===== config.mk =====
export PLATFORM = sky130hd
export DESIGN_NAME = sdram_init_seq
export DESIGN_NICKNAME = d
export VERILOG_FILES = /design/src/rtl/sdram_init_pkg.sv /design/src/rtl/sdram_init_timer.sv /design/src/rtl/sdram_init_req.sv /design/src/rtl/sdram_init_seq.sv
export SDC_FILE = /design/constraint.sdc
export NUM_CORES = 1
export LEC_CHECK = 0
export BUFFER_PORTS_ARGS = -buffer_cell sky130_fd_sc_hd__buf_2
export CAP_MARGIN = 20
export CORE_MARGIN = 4
export CORE_UTILIZATION = 45
export DETAILED_ROUTE_END_ITERATION = 10
export PLACE_DENSITY = 0.8
export REMOVE_ABC_BUFFERS = 1
export SLEW_MARGIN = 15
export SYNTH_ARGS = -nofsm -noshare
export SYNTH_HDL_FRONTEND = slang
export SYNTH_SLANG_ARGS = --single-unit

===== constraint.sdc =====
create_clock -name clk -period 2.8 [get_ports clk]
set_clock_uncertainty 0.05 [all_clocks]
set_input_delay 0.56 -clock clk [delete_from_list [all_inputs] [get_ports clk]]
set_output_delay 0.56 -clock clk [all_outputs]
set_load 0.005 [all_outputs]

===== src/rtl/sdram_init_pkg.sv =====
package sdram_init_pkg;
  localparam int CODE_W = 3;

  localparam logic [CODE_W-1:0] CODE_CLK_EN    = 3'd1;
  localparam logic [CODE_W-1:0] CODE_PRECH_ALL = 3'd2;
  localparam logic [CODE_W-1:0] CODE_AUTO_REF  = 3'd3;
  localparam logic [CODE_W-1:0] CODE_LOAD_MODE = 3'd4;

  typedef enum logic [2:0] {
    ST_IDLE,
    ST_CKE,
    ST_WAIT,
    ST_PALL,
    ST_AREF,
    ST_LMR,
    ST_ARM,
    ST_DONE
  } seq_st_t;
endpackage


===== src/rtl/sdram_init_timer.sv =====
module sdram_init_timer #(
  parameter int NS_W       = 20,
  parameter int CYC_PER_US = 100,
  parameter int NS_PER_US  = 1000
) (
  input  logic            clk,
  input  logic            rst,
  input  logic            load_i,
  input  logic [NS_W-1:0] ns_i,
  output logic            busy_o
);
  localparam int CYC_W = (CYC_PER_US > 1) ? $clog2(CYC_PER_US) : 1;
  localparam logic [NS_W-1:0]  US_NS    = NS_W'(NS_PER_US);
  localparam logic [CYC_W-1:0] CYC_LAST = CYC_W'(CYC_PER_US - 1);

  logic [NS_W-1:0]  ns_left;
  logic [CYC_W-1:0] cyc_cnt;

  always_ff @(posedge clk) begin
    if (rst) begin
      busy_o  <= 1'b0;
      ns_left <= '0;
      cyc_cnt <= '0;
    end else if (load_i) begin
      busy_o  <= (ns_i != '0);
      ns_left <= ns_i;
      cyc_cnt <= '0;
    end else if (busy_o) begin
      if (cyc_cnt == CYC_LAST) begin
        cyc_cnt <= '0;
        if (ns_left <= US_NS) begin
          busy_o  <= 1'b0;
          ns_left <= '0;
        end else begin
          ns_left <= ns_left - US_NS;
        end
      end else begin
        cyc_cnt <= cyc_cnt + 1'b1;
      end
    end
  end
endmodule


===== src/rtl/sdram_init_req.sv =====
module sdram_init_req
  import sdram_init_pkg::*;
#(
  parameter int MODE_W     = 16,
  parameter int RFSH_W     = 13,
  parameter int AREF_COUNT = 8,
  parameter int REP_W      = 4
) (
  input  logic              clk,
  input  logic              rst,
  input  seq_st_t           nxt_i,
  input  logic [MODE_W-1:0] mode_i,
  input  logic [1:0]        bank_i,
  input  logic [RFSH_W-1:0] rfsh_i,
  output logic              valid_o,
  output logic [CODE_W-1:0] code_o,
  output logic [REP_W-1:0]  rep_o,
  output logic [MODE_W-1:0] mode_o,
  output logic [1:0]        bank_o,
  output logic              rfsh_load_o,
  output logic [RFSH_W-1:0] rfsh_val_o,
  output logic              done_o
);
  logic              nv;
  logic [CODE_W-1:0] ncode;
  logic [REP_W-1:0]  nrep;
  logic [MODE_W-1:0] nmode;

  always_comb begin
    nv    = 1'b1;
    ncode = '0;
    nrep  = REP_W'(1);
    nmode = '0;
    unique case (nxt_i)
      ST_CKE:  ncode = CODE_CLK_EN;
      ST_PALL: ncode = CODE_PRECH_ALL;
      ST_AREF: begin
        ncode = CODE_AUTO_REF;
        nrep  = REP_W'(AREF_COUNT);
      end
      ST_LMR: begin
        ncode = CODE_LOAD_MODE;
        nmode = mode_i;
      end
      default: begin
        nv   = 1'b0;
        nrep = '0;
      end
    endcase
  end

  always_ff @(posedge clk) begin
    if (rst) begin
      valid_o     <= 1'b0;
      code_o      <= '0;
      rep_o       <= '0;
      mode_o      <= '0;
      bank_o      <= '0;
      rfsh_load_o <= 1'b0;
      rfsh_val_o  <= '0;
      done_o      <= 1'b0;
    end else begin
      valid_o     <= nv;
      code_o      <= ncode;
      rep_o       <= nrep;
      mode_o      <= nmode;
      bank_o      <= nv ? bank_i : 2'b00;
      rfsh_load_o <= (nxt_i == ST_ARM);
      rfsh_val_o  <= (nxt_i == ST_ARM) ? rfsh_i : '0;
      done_o      <= (nxt_i == ST_DONE);
    end
  end
endmodule


===== src/rtl/sdram_init_seq.sv =====
module sdram_init_seq
  import sdram_init_pkg::*;
#(
  parameter int NS_W       = 20,
  parameter int MODE_W     = 16,
  parameter int RFSH_W     = 13,
  parameter int CYC_PER_US = 100,
  parameter int NS_PER_US  = 1000,
  parameter int AREF_COUNT = 8,
  localparam int REP_W     = $clog2(AREF_COUNT + 1)
) (
  input  logic              clk,
  input  logic              rst,
  input  logic              start_i,
  input  logic [NS_W-1:0]   wait_ns_i,
  input  logic [MODE_W-1:0] mode_val_i,
  input  logic [RFSH_W-1:0] rfsh_cnt_i,
  input  logic [1:0]        bank_sel_i,
  input  logic              cmd_done_i,
  output logic              cmd_valid_o,
  output logic [2:0]        cmd_code_o,
  output logic [REP_W-1:0]  cmd_rep_o,
  output logic [MODE_W-1:0] cmd_mode_o,
  output logic [1:0]        cmd_bank_o,
  output logic              rfsh_load_o,
  output logic [RFSH_W-1:0] rfsh_val_o,
  output logic              init_done_o
);
  seq_st_t           st_q, st_d;
  logic [NS_W-1:0]   ns_q;
  logic [MODE_W-1:0] mode_q;
  logic [RFSH_W-1:0] rfsh_q;
  logic [1:0]        bank_q;
  logic [1:0]        bank_eff;
  logic              tmr_load, tmr_busy;

  always_comb begin
    st_d = st_q;
    unique case (st_q)
      ST_IDLE: if (start_i)    st_d = ST_CKE;
      ST_CKE:  if (cmd_done_i) st_d = ST_WAIT;
      ST_WAIT: if (!tmr_busy)  st_d = ST_PALL;
      ST_PALL: if (cmd_done_i) st_d = ST_AREF;
      ST_AREF: if (cmd_done_i) st_d = ST_LMR;
      ST_LMR:  if (cmd_done_i) st_d = ST_ARM;
      ST_ARM:                  st_d = ST_DONE;
      default:                 st_d = ST_DONE;
    endcase
  end

  assign tmr_load = (st_q == ST_CKE) && cmd_done_i;
  assign bank_eff = (st_q == ST_IDLE) ? bank_sel_i : bank_q;

  always_ff @(posedge clk) begin
    if (rst) begin
      st_q   <= ST_IDLE;
      ns_q   <= '0;
      mode_q <= '0;
      rfsh_q <= '0;
      bank_q <= '0;
    end else begin
      st_q <= st_d;
      if (st_q == ST_IDLE && start_i) begin
        ns_q   <= wait_ns_i;
        mode_q <= mode_val_i;
        rfsh_q <= rfsh_cnt_i;
        bank_q <= bank_sel_i;
      end
    end
  end

  sdram_init_timer #(
    .NS_W(NS_W), .CYC_PER_US(CYC_PER_US), .NS_PER_US(NS_PER_US)
  ) u_timer (
    .clk(clk), .rst(rst), .load_i(tmr_load), .ns_i(ns_q), .busy_o(tmr_busy)
  );

  sdram_init_req #(
    .MODE_W(MODE_W), .RFSH_W(RFSH_W), .AREF_COUNT(AREF_COUNT), .REP_W(REP_W)
  ) u_req (
    .clk(clk), .rst(rst), .nxt_i(st_d), .mode_i(mode_q), .bank_i(bank_eff),
    .rfsh_i(rfsh_q), .valid_o(cmd_valid_o), .code_o(cmd_code_o),
    .rep_o(cmd_rep_o), .mode_o(cmd_mode_o), .bank_o(cmd_bank_o),
    .rfsh_load_o(rfsh_load_o), .rfsh_val_o(rfsh_val_o), .done_o(init_done_o)
  );
endmodule


-- Yosys cells after proc, flatten, opt, wreduce, memory -nomap -nowiden
Index checks and enable logic that the tools add are counted.
- add/sub/neg operators: 2
- magnitude comparators: 1
- eq/ne operators: 12
- muxes and demuxes: 20
- bitwise operators: 3
- reductions and logical operators: 13
- operators by type and width (kind ; count):
    $mux W20 ; 4
    $le A20 B10 Y1 const B ; 1
    $reduce_bool A20 Y1 ; 1
    $sub A20 B10 Y20 const B ; 1
    $eq A3 B3 Y1 const B ; 6
    $mux W3 ; 6
    $pmux W3 S6 ; 1
    $pmux W3 S4 ; 1
    $eq A3 B2 Y1 const B ; 3
    $pmux W4 S2 ; 1
    $reduce_or A2 Y1 ; 4
    $add A7 B1 Y7 const B ; 1
    $eq A7 B7 Y1 const B ; 1
    $mux W7 ; 1
    $eq A3 B1 Y1 const B ; 2
    $mux W1 ; 5
    $reduce_bool A2 Y1 ; 2
    $reduce_or A4 Y1 ; 1
    $logic_not A3 Y1 ; 1
    $not A1 Y1 ; 3
    $reduce_or A3 Y1 ; 1
    $logic_and A1 B1 Y1 ; 2
    $mux W2 ; 1
    $reduce_and A2 Y1 ; 1
- bits in registers: 123
- bits of input ports: 55
- output and inout port bits: 41

-- Depth between registers and ports, before layout
- depth after elaboration: 7
- mapped depth: 8

-- By module
A second synthesis with hierarchy kept.
- cells, all modules: 549
- area total of the unflattened synthesis: 4793.3 sq um
- modules (own cells, without submodules) (module ; instances ; cells an instance ; area each (sq um) ; sequential area each (sq um)):
    sdram_init_seq ; 1 ; 247 ; 1996.9 ; 1081.0
    sdram_init_timer ; 1 ; 212 ; 1671.6 ; 560.5
    sdram_init_req ; 1 ; 90 ; 1124.8 ; 780.7

-- Worst setup path after synthesis
Ideal clock, no wire load.
- kind: flip-flop to flip-flop
- start: reg u_timer.ns_left[3]
- end: reg u_timer.ns_left[0]
- setup time: 0.132 ns
- arrival: 1.780 ns
- required time: 2.618 ns
- setup slack: 0.837 ns
- stages on the path, launching flop included: 7
- path buffers: 1
- cell sequence: dfxtp_1 > or3b_1 > or4_1 > a211o_1 > buf_6 > o211ai_1 > a21oi_1
- cells in the longest elaborated chain, start to end: 5
- ends and longest elaborated chain (element ; RTL line ; text):
    start, declared ; sdram_init_timer.sv:16 ; logic [NS_W-1:0] ns_left;
    start signal, assigned ; sdram_init_timer.sv:26 ; ns_left <= ns_i;
    start signal, assigned ; sdram_init_timer.sv:35 ; ns_left <= ns_left - US_NS;
    $le A20 B10 Y1 ; sdram_init_timer.sv:31 ; if (ns_left <= US_NS) begin
    $mux W20 ; sdram_init_timer.sv:31 ;
    $mux W20 ; sdram_init_timer.sv:29 ; if (cyc_cnt == CYC_LAST) begin
    $mux W20 ; sdram_init_timer.sv:28 ; end else if (busy_o) begin
    $mux W20 ; sdram_init_timer.sv:24 ; end else if (load_i) begin
Every way passes these cells. The select of a mux whose other input is x is not followed.
A chain may end at the register's enable or synchronous reset.

-- Final worst setup path
- start: reg st_q[1]
- end: reg mode_q[8]
- cells in the longest elaborated chain, start to end: 2
- ends and longest elaborated chain (element ; RTL line ; text):
    start, declared ; sdram_init_seq.sv:29 ; seq_st_t st_q, st_d;
    start signal, assigned ; sdram_init_seq.sv:62 ; st_q <= st_d;
    $logic_not A3 Y1 ; sdram_init_seq.sv:63 ; if (st_q == ST_IDLE && start_i) begin
    $logic_and A1 B1 Y1 ; sdram_init_seq.sv:63 ;
    end signal, assigned ; sdram_init_seq.sv:65 ; mode_q <= mode_val_i;
    end, declared ; sdram_init_seq.sv:31 ; logic [MODE_W-1:0] mode_q;
Every way passes these cells.

==> flow_summary.json <==
{
  "cts_root_buf": "clkbuf_8",
  "avgSynthCellArea_um2": 8.38,
  "combPwrFrac_pct": 9.0,
  "startpoint_type": "register",
  "wirelength_mm": 11.6,
  "holdWs_ns": 0.236,
  "p_per_area_nw_per_um2": 765,
  "dp.cells": 753,
  "viasPerCell": 5.44,
  "nets": 696,
  "io_buffer_count": 93,
  "core_area_um2": 9860,
  "drt_pass1_iterations": 6,
  "drt_iter0_markers": 380,
  "ys_warn_count": 0,
  "final.period_utilization_pct": 83.9,
  "final_cells": 785,
  "cts_resized": 0,
  "grt_pass1_vias": 4125,
  "antenna_cells": 0,
  "fillers": 831,
  "final_util_pct": 58.6,
  "postCtsSetupBuffers": 0,
  "synth-seq-cells": 121,
  "hold_class": "in2reg",
  "internal_power_mw": 3.36,
  "ir_drop_mv": 0.468,
  "finalSetupViolCount": 0,
  "p_sw_share_pct": 24.0,
  "grt_max_degree": 52,
  "grt_remaining_overflow": 0,
  "drc": 0,
  "ys_types": 48,
  "antenna_found_initial": 0,
  "syn_inst": 550,
  "ctsHoldBuffers": 0,
  "die_x_um": 109,
  "crit_required_ns": 3.18,
  "synth_edf_count": 0,
  "num_vias": 4268,
  "gp_congestion": 0.897,
  "track_usage_pct": 19.9,
  "drive_above_1_share_pct": 21.8,
  "std_cell_rows": 36,
  "initial_core_util_pct": 46.7,
  "seqPwrFrac_pct": 42.3,
  "seq_area_frac_synth_pct": 52.5,
  "die_y_um": 109,
  "crit_chain": "nor3_1, and2_2, buf_4, nand2_1, a21oi_1",
  "numCtsBuffers": 17,
  "worst_pin_slew_ns": 0.855,
  "report.final.slew_viol_count": 0,
  "arrival_ns": 2.73,
  "worstPathMaxFanout": 27,
  "area_growth_pct": 25.3,
  "cts.clk_slew.worst_paths_ns": 0.06,
  "netSwitchingPower_mw": 1.06,
  "ys.flop_type": "dfxtp_1",
  "p_leak_nw": 2.42,
  "wl_per_cell_um": 14.8,
  "async_reset_ff_share_pct": 0,
  "clk_latency_ns": 0.50,
  "slew_headroom_pct": 42.8,
  "postRouteAntennaNets": 0,
  "place_hpwl_mm": 7.69,
  "cts_tree": "yes",
  "slowest_stage": "and2_2",
  "p_clk_share_pct": 48.6,
  "fmaxAchievable_ghz": 0.425,
  "place_ws_ns": 0.506,
  "drv_cap": 0,
  "cts_buffer_depth": 2,
  "layout_min_cycle_time_ns": 2.35,
  "clock_sinks": 121,
  "grt_pass1_wl_mm": 18.6,
  "cts_max_level": 4,
  "hold_violations": 0,
  "fin_ws_ns": 0.450,
  "die_area_um2": 11900,
  "synthesis.area_um2": 4610,
  "rsz0062_at_grt": "no",
  "slowest_delay_ns": 0.63,
  "worstSetupPathType": "reg2reg",
  "status": "completed",
  "setup_tns_ns": 0,
  "ioPinCount": 96,
  "cp-end-kind": "register"
}
## layer usage
| metal | up-vias | part of all wire (%) | global-route usage (%) |
|---|---|---|---|
| met5 | - | 0 | 0 |
| met4 | 0 | 3.1 | 11.0 |
| met3 | 39 | 6.9 | 6.16 |
| met2 | 181 | 48 | 32.2 |
| met1 | 1985 | 41 | 23.4 |
| li1 | 2063 | - | - |
## registers in the layout, summed over array words and instances, names as in the netlist
signal and cells:
bank_q 2, mode_q 16, ns_q 20, rfsh_q 13
st_q 3, u_req.bank_o 2, u_req.code_o 3, u_req.done_o 1
u_req.mode_o 16, u_req.rep_o 2, u_req.rfsh_load_o 1, u_req.rfsh_val_o 13
u_req.valid_o 1, u_timer.busy_o 1, u_timer.cyc_cnt 7, u_timer.ns_left 20
## synthesized netlist by cell type, types with 2 or more instances
cell,n,area [µm²]
mux2i_1,7,70.1
o211ai_1,3,22.5
and2_1,31,194
nand2b_1,2,12.5
o21ai_1,3,15.0
o22ai_1,2,12.5
nand4_1,4,25.0
buf_2,2,10.0
dfxtp_1,121,2420
clkbuf_1,28,105
nor2_1,28,105
inv_1,8,30.0
or4_1,3,22.5
nand3_1,7,35.0
a21oi_1,80,400
nor3_1,14,70.1
nand2_1,123,462
xor2_1,3,26.3
xnor2_1,4,35.0
buf_4,2,15.0
o21ai_0,20,100
ha_1,2,25.0
and3_1,4,25.0
a32oi_1,8,70.1
or2_2,3,18.8
nor4_1,12,75.1
a22oi_1,2,15.0
buf_6,2,22.5
o41ai_1,3,26.3
## metrics by stage
stage          area (µm²)  power [mW]
5_1_grt              5780        4.58
3_3_place_gp         5180        2.28
3_5_place_dp         5180        2.29
6_report             5780        4.42
4_1_cts              5780        4.44
2_1_floorplan        4450        2.13
## power groups by stage
| stage | Sequential (mW) | Clock (mW) | Combinational (mW) |
|---|---|---|---|
| floorplan | 1.89 | 0 | 0.238 |
| global placement | 1.90 | 0 | 0.376 |
| detailed placement | 1.90 | 0 | 0.389 |
| CTS | 1.87 | 2.17 | 0.394 |
| global route | 1.88 | 2.25 | 0.447 |
| finish | 1.87 | 2.15 | 0.398 |
## cell type report
| type | instances | area, µm² | area share, % |
|---|---|---|---|
| Timing Repair Buffer | 105 | 556 | 9.61 |
| Sequential cell | 121 | 2420 | 41.9 |
| Tap cell | 133 | 166 | 2.88 |
| Clock buffer | 21 | 449 | 7.77 |
| Clock inverter | 11 | 145 | 2.51 |
| Inverter | 8 | 30.0 | 0.520 |
| Multi-Input combinational cell | 386 | 2010 | 34.8 |
## worst max-delay path: cells and delay by family, from the launching register on
family                 cells  cell delay [ns]
AND/OR/NAND/NOR            3             1.34
AO/OA/AOI/OAI              1             0.14
buffers and inverters      1             0.33
flip-flops                 1             0.40
## cells in the final DEF (no fill, tap or decap), types with 4 or more instances in the layout
cell type / instances
buf_4: 12
xnor2_1: 4
and3_1: 4
inv_1: 8
nor2_1: 28
nor4_1: 12
and2_1: 30
a21oi_1: 80
a32oi_1: 8
dfxtp_1: 121
mux2i_1: 7
nand4_1: 4
o21ai_0: 20
clkbuf_16: 16
nor3_1: 14
nand3_1: 7
buf_2: 93
nand2_1: 122
## kinds of logic (layout without fill, tap and decap cells)
logic type / Yosys count / after routing / share of synthesized area [%]
flip-flops: 121 / 121 / 52.5
adder cells (fa/ha/maj): 2 / 2 / 0.543
other: 1 / 2 / 0.0813
AO/OA/AOI/OAI: 130 / 130 / 16.0
multiplexers: 7 / 7 / 1.52
buffers and inverters: 44 / 145 / 4.15
XOR/XNOR: 7 / 7 / 1.33
AND/OR/NAND/NOR: 238 / 238 / 23.9
## final timing paths
path / start / endpoint / slack, ns / depth (start not counted)
min: rfsh_cnt_i[8] / rfsh_q[8] / 0.24 / 3
max: st_q[1] / mode_q[8] / 0.45 / 5
min reg2reg: mode_q[11] / mode_q[11] / 0.40 / 2
max reg2reg: st_q[1] / mode_q[8] / 0.45 / 5
Note: power is estimated with default switching activity, not from simulation.
